### src/rtl/swb_pkg.sv
package swb_pkg;
    typedef enum logic [2:0] {
        ST_IDLE,
        ST_LONG_LOW,
        ST_PRES_WAIT,
        ST_PRES_DRIVE,
        ST_RECOVER,
        ST_SLOT_WAIT,
        ST_WSLOT,
        ST_RSLOT
    } swb_state_e;

    typedef enum logic [1:0] {
        PH_CMD,
        PH_ACK,
        PH_DATA
    } swb_phase_e;
endpackage

### src/rtl/swb_sync.sv
module swb_sync #(
    parameter int STAGES = 2
) (
    input  logic clk,
    input  logic rst_n,
    input  logic line_raw,
    output logic line_s,
    output logic fell,
    output logic rose
);
    logic [STAGES-1:0] sr;
    logic              prev;

    always_ff @(posedge clk or negedge rst_n) begin
        if (!rst_n) begin
            sr   <= '1;
            prev <= 1'b1;
        end else begin
            sr   <= {sr[STAGES-2:0], line_raw};
            prev <= sr[STAGES-1];
        end
    end

    assign line_s = sr[STAGES-1];
    assign fell   = prev & ~line_s;
    assign rose   = ~prev & line_s;
endmodule

### src/rtl/swb_lowtimer.sv
module swb_lowtimer #(
    parameter int T_ABORT = 60,
    parameter int T_RESET = 240,
    parameter int CW      = 8
) (
    input  logic clk,
    input  logic rst_n,
    input  logic line_s,
    input  logic hold_clr,
    output logic abort_hit,
    output logic reset_len
);
    localparam logic [CW-1:0] A_LIM = CW'(T_ABORT);
    localparam logic [CW-1:0] R_LIM = CW'(T_RESET);

    logic [CW-1:0] cnt;

    always_ff @(posedge clk or negedge rst_n) begin
        if (!rst_n) begin
            cnt <= '0;
        end else if (hold_clr || line_s) begin
            cnt <= '0;
        end else if (cnt != R_LIM) begin
            cnt <= cnt + 1'b1;
        end
    end

    assign abort_hit = (cnt == A_LIM);
    assign reset_len = (cnt == R_LIM);
endmodule

### src/rtl/swb_slave.sv
module swb_slave
    import swb_pkg::*;
#(
    parameter int          DW          = 8,
    parameter int          SYNC_STAGES = 2,
    parameter int          T_ABORT     = 60,
    parameter int          T_RESET     = 240,
    parameter int          T_PDLY      = 20,
    parameter int          T_PP        = 80,
    parameter int          T_REC       = 10,
    parameter int          T_SAMP      = 20,
    parameter int          T_RHOLD     = 30,
    parameter logic [7:0]  CMD_PROFILE = 8'h99,
    parameter logic [7:0]  ACK_BYTE    = 8'h55
) (
    input  logic          clk,
    input  logic          rst_n,
    input  logic          line_in,
    output logic          drive_low,
    output logic [DW-1:0] rx_byte,
    output logic          rx_valid,
    input  logic [DW-1:0] tx_data,
    input  logic          tx_load
);
    localparam int CW = $clog2(T_RESET + 2);
    localparam int BW = $clog2(DW + 1);
    localparam logic [CW-1:0] L_PDLY  = CW'(T_PDLY - 1);
    localparam logic [CW-1:0] L_PP    = CW'(T_PP - 1);
    localparam logic [CW-1:0] L_REC   = CW'(T_REC - 1);
    localparam logic [CW-1:0] L_SAMP  = CW'(T_SAMP);
    localparam logic [CW-1:0] L_RHOLD = CW'(T_RHOLD - 1);
    localparam logic [BW-1:0] L_LAST  = BW'(DW - 1);

    swb_state_e    st, st_nx;
    swb_phase_e    ph;
    logic [CW-1:0] tcnt;
    logic [BW-1:0] bitcnt;
    logic [DW-1:0] rxsh, txsh, smp_byte;
    logic          pending;
    logic          line_s, fell, rose;
    logic          abort_hit, reset_len;
    logic          rd_slot, last_bit, drive_q, rxv_q;
    logic [DW-1:0] rxb_q;

    swb_sync #(.STAGES(SYNC_STAGES)) u_sync (
        .clk      (clk),
        .rst_n    (rst_n),
        .line_raw (line_in),
        .line_s   (line_s),
        .fell     (fell),
        .rose     (rose)
    );

    swb_lowtimer #(.T_ABORT(T_ABORT), .T_RESET(T_RESET), .CW(CW)) u_low (
        .clk       (clk),
        .rst_n     (rst_n),
        .line_s    (line_s),
        .hold_clr  (st == ST_PRES_DRIVE),
        .abort_hit (abort_hit),
        .reset_len (reset_len)
    );

    assign smp_byte = {line_s, rxsh[DW-1:1]};
    assign last_bit = (bitcnt == L_LAST);
    assign rd_slot  = (ph == PH_ACK) || (ph == PH_DATA && pending);

    // next-state logic
    always_comb begin
        st_nx = st;
        if (abort_hit && st != ST_LONG_LOW) begin
            st_nx = ST_LONG_LOW;
        end else begin
            unique case (st)
                ST_IDLE:       st_nx = ST_IDLE;
                ST_LONG_LOW:   if (rose) st_nx = reset_len ? ST_PRES_WAIT : ST_IDLE;
                ST_PRES_WAIT:  if (tcnt == L_PDLY) st_nx = ST_PRES_DRIVE;
                ST_PRES_DRIVE: if (tcnt == L_PP) st_nx = ST_RECOVER;
                ST_RECOVER:    if (tcnt == L_REC) st_nx = ST_SLOT_WAIT;
                ST_SLOT_WAIT:  if (fell) st_nx = rd_slot ? ST_RSLOT : ST_WSLOT;
                ST_WSLOT: begin
                    if (tcnt == L_SAMP && last_bit && ph == PH_CMD
                        && smp_byte != DW'(CMD_PROFILE))
                        st_nx = ST_IDLE;
                    else if (tcnt > L_SAMP && line_s)
                        st_nx = ST_SLOT_WAIT;
                end
                ST_RSLOT:      if (tcnt == L_RHOLD) st_nx = ST_SLOT_WAIT;
                default:       st_nx = ST_IDLE;
            endcase
        end
    end

    // state register and datapath
    always_ff @(posedge clk or negedge rst_n) begin
        if (!rst_n) begin
            st      <= ST_IDLE;
            ph      <= PH_CMD;
            tcnt    <= '0;
            bitcnt  <= '0;
            rxsh    <= '0;
            txsh    <= '1;
            pending <= 1'b0;
        end else begin
            st <= st_nx;
            if (st_nx != st)    tcnt <= '0;
            else if (tcnt != '1) tcnt <= tcnt + 1'b1;

            if (st == ST_WSLOT && tcnt == L_SAMP) begin
                rxsh <= smp_byte;
                if (last_bit) begin
                    bitcnt <= '0;
                    if (ph == PH_CMD && smp_byte == DW'(CMD_PROFILE)) begin
                        ph   <= PH_ACK;
                        txsh <= DW'(ACK_BYTE);
                    end
                end else begin
                    bitcnt <= bitcnt + 1'b1;
                end
            end

            if (st == ST_RSLOT && tcnt == L_RHOLD) begin
                txsh <= {1'b1, txsh[DW-1:1]};
                if (last_bit) begin
                    bitcnt <= '0;
                    if (ph == PH_ACK) ph <= PH_DATA;
                    else              pending <= 1'b0;
                end else begin
                    bitcnt <= bitcnt + 1'b1;
                end
            end

            if (tx_load && st == ST_SLOT_WAIT && ph == PH_DATA
                && !pending && bitcnt == '0) begin
                txsh    <= tx_data;
                pending <= 1'b1;
            end

            if (st_nx == ST_IDLE || st_nx == ST_LONG_LOW || st_nx == ST_PRES_WAIT) begin
                ph      <= PH_CMD;
                pending <= 1'b0;
                bitcnt  <= '0;
            end
        end
    end

    // registered outputs
    always_ff @(posedge clk or negedge rst_n) begin
        if (!rst_n) begin
            drive_q <= 1'b0;
            rxv_q   <= 1'b0;
            rxb_q   <= '0;
        end else begin
            drive_q <= (st_nx == ST_PRES_DRIVE) || (st_nx == ST_RSLOT && !txsh[0]);
            rxv_q   <= (st == ST_WSLOT && tcnt == L_SAMP && last_bit);
            if (st == ST_WSLOT && tcnt == L_SAMP && last_bit) rxb_q <= smp_byte;
        end
    end

    assign drive_low = drive_q;
    assign rx_valid  = rxv_q;
    assign rx_byte   = rxb_q;
endmodule

### config.mk
export PLATFORM = sky130hd
export DESIGN_NAME = swb_slave
export DESIGN_NICKNAME = d
export VERILOG_FILES = /design/src/rtl/swb_pkg.sv /design/src/rtl/swb_sync.sv /design/src/rtl/swb_lowtimer.sv /design/src/rtl/swb_slave.sv
export SDC_FILE = /design/constraint.sdc
export NUM_CORES = 1
export LEC_CHECK = 0
export ABC_AREA = 0
export BUFFER_PORTS_ARGS = -buffer_cell sky130_fd_sc_hd__buf_2
export CORE_MARGIN = 1
export CORE_UTILIZATION = 50
export DETAILED_ROUTE_END_ITERATION = 10
export PLACE_DENSITY_LB_ADDON = 0.1
export SLEW_MARGIN = 0
export SYNTH_ARGS = -nofsm -noshare
export SYNTH_HDL_FRONTEND = slang
export SYNTH_SLANG_ARGS = --single-unit
### constraint.sdc
create_clock -name clk -period 5.74 [get_ports clk]
set_input_delay 0.287 -clock clk [delete_from_list [all_inputs] [get_ports clk]]
set_output_delay 0.287 -clock clk [all_outputs]
set_load 0.03 [all_outputs]
==> results of run 1 <==
[through the flow]
| step | utilization [%] | instances | area, µm² | power (mW) |
|---|---|---|---|---|
| 2_1_floorplan | - | 270 | 2820 | 0.400 |
| 3_3_place_gp | 56.3 | 353 | 2970 | 0.414 |
| 3_5_place_dp | 56.3 | 353 | 2970 | 0.415 |
| 4_1_cts | 58.1 | 361 | 3060 | 0.637 |
| 5_1_grt | 58.1 | 361 | 3060 | 0.652 |
| 6_report | 58.1 | 361 | 3060 | 0.631 |
[path summary, 6_finish.rpt]
| check | depth (start not counted) | to | start | slack [ps] |
|---|---|---|---|---|
| max | 8 | tcnt[1] | tcnt[0] | 3310 |
| max reg2reg | 8 | tcnt[1] | tcnt[0] | 3310 |
| min reg2reg | 0 | u_sync.sr[1] | u_sync.sr[0] | 360 |
| min | 1 | u_sync.sr[0] | line_in | 50 |
| max in group asynchronous | 2 | u_low.cnt[7] | rst_n | 5210 |
| min in group asynchronous | 2 | u_low.cnt[0] | rst_n | 80 |
[critical path, cell delays in order (launching register included)]
cell	delay, ps
dfrtp_1	460
ha_1	260
and3_1	230
and4b_1	240
a211o_1	300
o2111ai_1	110
o21ai_2	150
xnor2_2	440
nor3_1	110
[routing by layer]
metal  track usage, %  vias to the layer above  share of wire [%]
li1                 -                     1016                  -
met1             29.6                      962                 52
met2             29.2                       25                 44
met3             3.81                        8                2.5
met4             6.60                        0                1.5
met5                0                        -                  0
[area by class of cell]
class,count,area [µm²],area share (%)
multi-input combinational,190,1340,43.7
inverter,17,63.8,2.09
sequential,54,1370,44.6
timing repair buffer,22,113,3.68
clock inverter,3,25.0,0.818
clock buffer,5,68.8,2.25
tap,70,87.6,2.86
[power by group]
part           leakage [nW]  switching (mW)  internal (mW)
registers             0.698         0.00348          0.384
logic                 0.624          0.0126        0.00638
clock network        0.0447           0.136         0.0884
[state kept, by name, indices dropped and copies added, names as in the netlist]
name and count:
u_sync.prev 1, u_sync.sr 2, bitcnt 4, rxsh 7, drive_low 1, rx_byte 8
u_low.cnt 8, rx_valid 1, st 3, ph 2, pending 1, tcnt 8
txsh 8
[placed cells by master (no fill, tap or decap), drive strengths merged, types with 3 or more instances in the layout]
master,count
inv,18
and3,10
nand4,5
nand3,15
o21ai,13
and2,3
dfstp,11
o21a,3
nor3b,5
xor2,7
nor3,12
nor4,3
xnor2,3
buf,22
clkbuf,5
nor2b,5
dfrtp,43
mux2,15
nor2,20
nand2,10
a21oi,14
a222oi,3
o22ai,4
ha,7
a31oi,3
[cell families (layout without fill, tap and decap cells)]
logic type | count (synthesis) | after routing | share of synthesized area (%)
muxes | 16 | 16 | 6.34
and+or+nand+nor | 105 | 105 | 21.9
DFF | 54 | 54 | 48.4
buffers and inverters | 26 | 47 | 4.26
adders and majority gates | 7 | 7 | 3.10
xor gates and xnor gates | 10 | 10 | 3.37
AOI/OAI and AO/OA | 52 | 52 | 12.7
==> flow_summary_export.csv, run 1 <==
group,metric,value,unit
yosys,yosysMostFrequentCell,"dfrtp_1",
yosys,ys_async_sr_fraction,100,%
route,vias,2011,
place,globalplace.congestion,0.827,
grt,gr-total-overflow,0,
yosys,synth-edff-count,0,
place,dp_hpwl,3730,µm
clock_tree,clk_latency,320,ps
route,dr.pass1.iters,5,
finish,final_nets,309,
outcome,status,"finished, final reports clean",
critical_path,cp-end-kind,"register",
critical_path,path_max_fanout,8,
route,drcViolationCount,0,
sta,timing.hold.ws,53.9,ps
die,die_area,0.00595,mm²
yosys,synth_top_cell_by_area,"dfrtp_1",
yosys,netlist_instances,270,
critical_path,worstPathArrival,2620,ps
yosys,synthTopCellsByArea,"dfrtp_1 (38%), dfstp_2 (10%), mux2_2 (6.0%)",
die,die_h,77.1,µm
route,ant_nets,0,
grt,antenna_found_initial,0,
sta,fin_tns_setup,0,ps
clock_tree,path_clk_slew,110,ps
yosys,synth_area,0.00282,mm²
sta,tightest_slew,682,ps
die,core,0.00527,mm²
clock_tree,cts_buffers,5,
critical_path,worstSetupPathType,"register to register",
clock_tree,cts_max_level,2,
clock_tree,cts_tree,"yes",
die,io_pins,22,
yosys,synth-main-ff-cell,"dfrtp_1",
finish,drive_above_1_share,24.4,%
sta,setup_viol,0,
route,viasPerCell,5.57,
sta,skew,9.84,ps
finish,diodes,0,
critical_path,critPathLaunchType,"register",
place,numPortBuffers,21,
clock_tree,cts_setup_buffers,0,
grt,first_global_vias,1995,
grt,grt.total_usage,20.0,%
yosys,avgSynthCellArea,10.5,µm²
sta,slew_headroom,54.1,%
clock_tree,clkSinkCount,54,
die,placementRows,26,
grt,grt_pass1_wl,9490,µm
yosys,ys_top_cells_by_count,"dfrtp_1 (43), nor2_1 (18), inv_1 (16)",
sta,period_share,42.4,%
route,drt-total-wl,5350,µm
place,place_worst_setup_slack,3330,ps
sta,fin_crit,2430,ps
clock_tree,root_buffer,"clkbuf_8",
run,max-cap-violations,0,
route,wl_per_cell,14.8,µm
route,first_iter_violations,98,
grt,grt_max_degree,55,
clock_tree,cts_resized,0,
die,die_w,77.1,µm
sta,slew_viol_final,0,
yosys,synth_cell_types,60,
finish,area_growth,8.42,%
yosys,yosysSeqAreaShare,48.4,%
sta,rsz0062_at_grt,"false",
min_path,hold_path_class,"input pin to register",
yosys,synth_top_area_share,38.1,%
critical_path,crit_required,5930,ps
sta,hold_viol_final,0,
yosys,ys_ff_latch,54,
sta,fmax,411,MHz
yosys,syn_nets,289,
yosys,yosys_warnings,0,
finish,fillCellCount,491,
power_and_ir_drop,power.density,206,mW/mm²
clock_tree,ctsHoldBuffers,0,
power_and_ir_drop,p_leak,1.37,nW
power_and_ir_drop,peakVddDrop,0.142,mV
sta,fin_ws,3310,ps
clock_tree,clock_path_buffers,2,
die,start_util,53.6,%
Power figures use the tool's default switching activity.
==> inputs of run 2 (changes only) <==
- clock period: 5.74 -> 2.4 ns (I/O delays scaled with it)
==> flow_summary_export.csv, run 2 (same netlist as run 1, synthesis figures left out) <==
group,metric,value,unit
sta,period_share,95.6,%
die,io_pins,22,
min_path,hold_path_class,"input pin to register",
clock_tree,clock_path_buffers,2,
place,globalplace.congestion,0.852,
sta,hold_viol_final,0,
finish,diodes,0,
route,drcViolationCount,0,
grt,antenna_found_initial,0,
clock_tree,path_clk_slew,100,ps
route,vias,2136,
finish,area_growth,15.6,%
sta,slew_headroom,65.1,%
clock_tree,cts_tree,"yes",
critical_path,worstPathArrival,2530,ps
sta,slew_viol_final,0,
finish,drive_above_1_share,29.8,%
die,core,0.00527,mm²
die,die_w,77.1,µm
critical_path,crit_chain,"ha_1 -> and3_1 -> and4b_1 -> a211o_1 -> o2111ai_2 -> o21ai_2 -> buf_4 -> o21ba_2 -> a21oi_1",
sta,fin_crit,2290,ps
power_and_ir_drop,power.density,450,mW/mm²
route,dr.pass1.iters,5,
critical_path,critPathTopFamily,"compound AO/OA/AOI/OAI gates",
critical_path,cp.buffers_inverters,1,
route,first_iter_violations,128,
die,die_h,77.1,µm
sta,fmax,436,MHz
run,max-cap-violations,0,
place,dp_hpwl,3930,µm
grt,grt_pass1_wl,9480,µm
power_and_ir_drop,p_leak,1.48,nW
finish,final_nets,327,
route,wl_per_cell,14.8,µm
grt,gr-total-overflow,0,
clock_tree,root_buffer,"clkbuf_8",
finish,final_common_cell,"dfrtp_1",
critical_path,path_max_fanout,7,
critical_path,critPathLaunchType,"register",
clock_tree,cts_buffers,5,
route,ant_nets,0,
sta,setup_viol,0,
grt,first_global_vias,2015,
critical_path,worstSetupPathType,"register to register",
die,die_area,0.00595,mm²
power_and_ir_drop,total_power,1.47,mW
critical_path,slowest_stage,"dfrtp_1",
grt,grt.total_usage,19.9,%
power_and_ir_drop,peakVddDrop,0.373,mV
clock_tree,clk_latency,300,ps
critical_path,cpPeakStageDelay,400,ps
finish,post-route-util,61.9,%
place,numPortBuffers,21,
clock_tree,clkSinkCount,54,
route,viasPerCell,5.64,
sta,tightest_slew,523,ps
grt,grt_max_degree,39,
route,drt-total-wl,5620,µm
finish,final_cell_mix,"dfrtp_1 (43), buf_2 (21), nor2_1 (18), inv_1 (16)",
die,start_util,53.6,%
critical_path,crit_required,2630,ps
critical_path,cp-end-kind,"register",
die,placementRows,26,
clock_tree,cts_max_level,2,
outcome,status,"finished, final reports clean",
sta,skew,10.5,ps
==> run 2: changes by cell type in the layout (fill, tap and decap cells not counted), sizes merged <==
cell         delta
buf            +16
clkbuf          +1
clkinv          +1
clkinvlp        -1
dlygate4sd3     +2
inv             -1
==> run 2: stage by stage <==
step	instances	worst slack, ps	hold slack (ps)	instance area [µm²]	setup TNS [ps]
global route	379	-55.4	13.4	3260	-276
CTS	374	34.9	23.7	3160	0
finish	379	107	24.4	3260	0
floorplan	270	231	-176	2820	0
detailed placement	364	80.9	65.5	3050	0
global placement	364	166	62.7	3050	0
==> run 2: where the power goes <==
part | switching [mW] | leakage [nW] | internal (mW)
Sequential | 0.00864 | 0.698 | 0.919
Combinational | 0.0308 | 0.740 | 0.0175
Clock | 0.287 | 0.0452 | 0.207
==> run 2: worst register-to-register path: cells and delay by family (launching register included) <==
kind | cells | cell delay (ps)
flip-flops | 1 | 400
buffers and inverters | 1 | 160
AND/OR/NAND/NOR | 2 | 490
adder cells (fa/ha/maj) | 1 | 240
AO/OA/AOI/OAI | 5 | 960
==> run 2: what timing repair did <==
item	4_1_cts	5_1_grt
hold buffers	2	0
endpoints found under the hold margin	16	0
resized for setup	0	10
buffers inserted	0	5
setup endpoints to repair	0	8
==> run 2: worst paths after layout <==
| path | startpoint | end | depth (start not counted) | slack (ps) |
|---|---|---|---|---|
| setup / recovery | tcnt[0] | ph[0] | 9 | 110 |
| hold / removal | tx_data[7] | txsh[7] | 3 | 20 |
| setup reg to reg | tcnt[0] | ph[0] | 9 | 110 |
| hold reg to reg | u_sync.sr[0] | u_sync.sr[1] | 0 | 360 |
| max in group asynchronous | rst_n | u_sync.sr[1] | 3 | 1290 |
| min in group asynchronous | rst_n | u_low.cnt[3] | 2 | 260 |
==> run 2: area by class of cell <==
class / count / area [µm²]
tap: 70 / 87.6
inverter: 17 / 63.8
clock buffer: 6 / 72.6
timing repair buffer: 40 / 269
clock inverter: 2 / 13.8
sequential: 54 / 1370
multi-input combinational: 190 / 1390
fill: 479 / 2010
==> run 2: layer usage <==
metal	track usage, %	wire, µm	up-vias
li1	-	-	1052
met1	28.2	2760	1034
met2	31.4	2620	44
met3	3.93	185	6
met4	4.53	46	0
met5	0	0	-
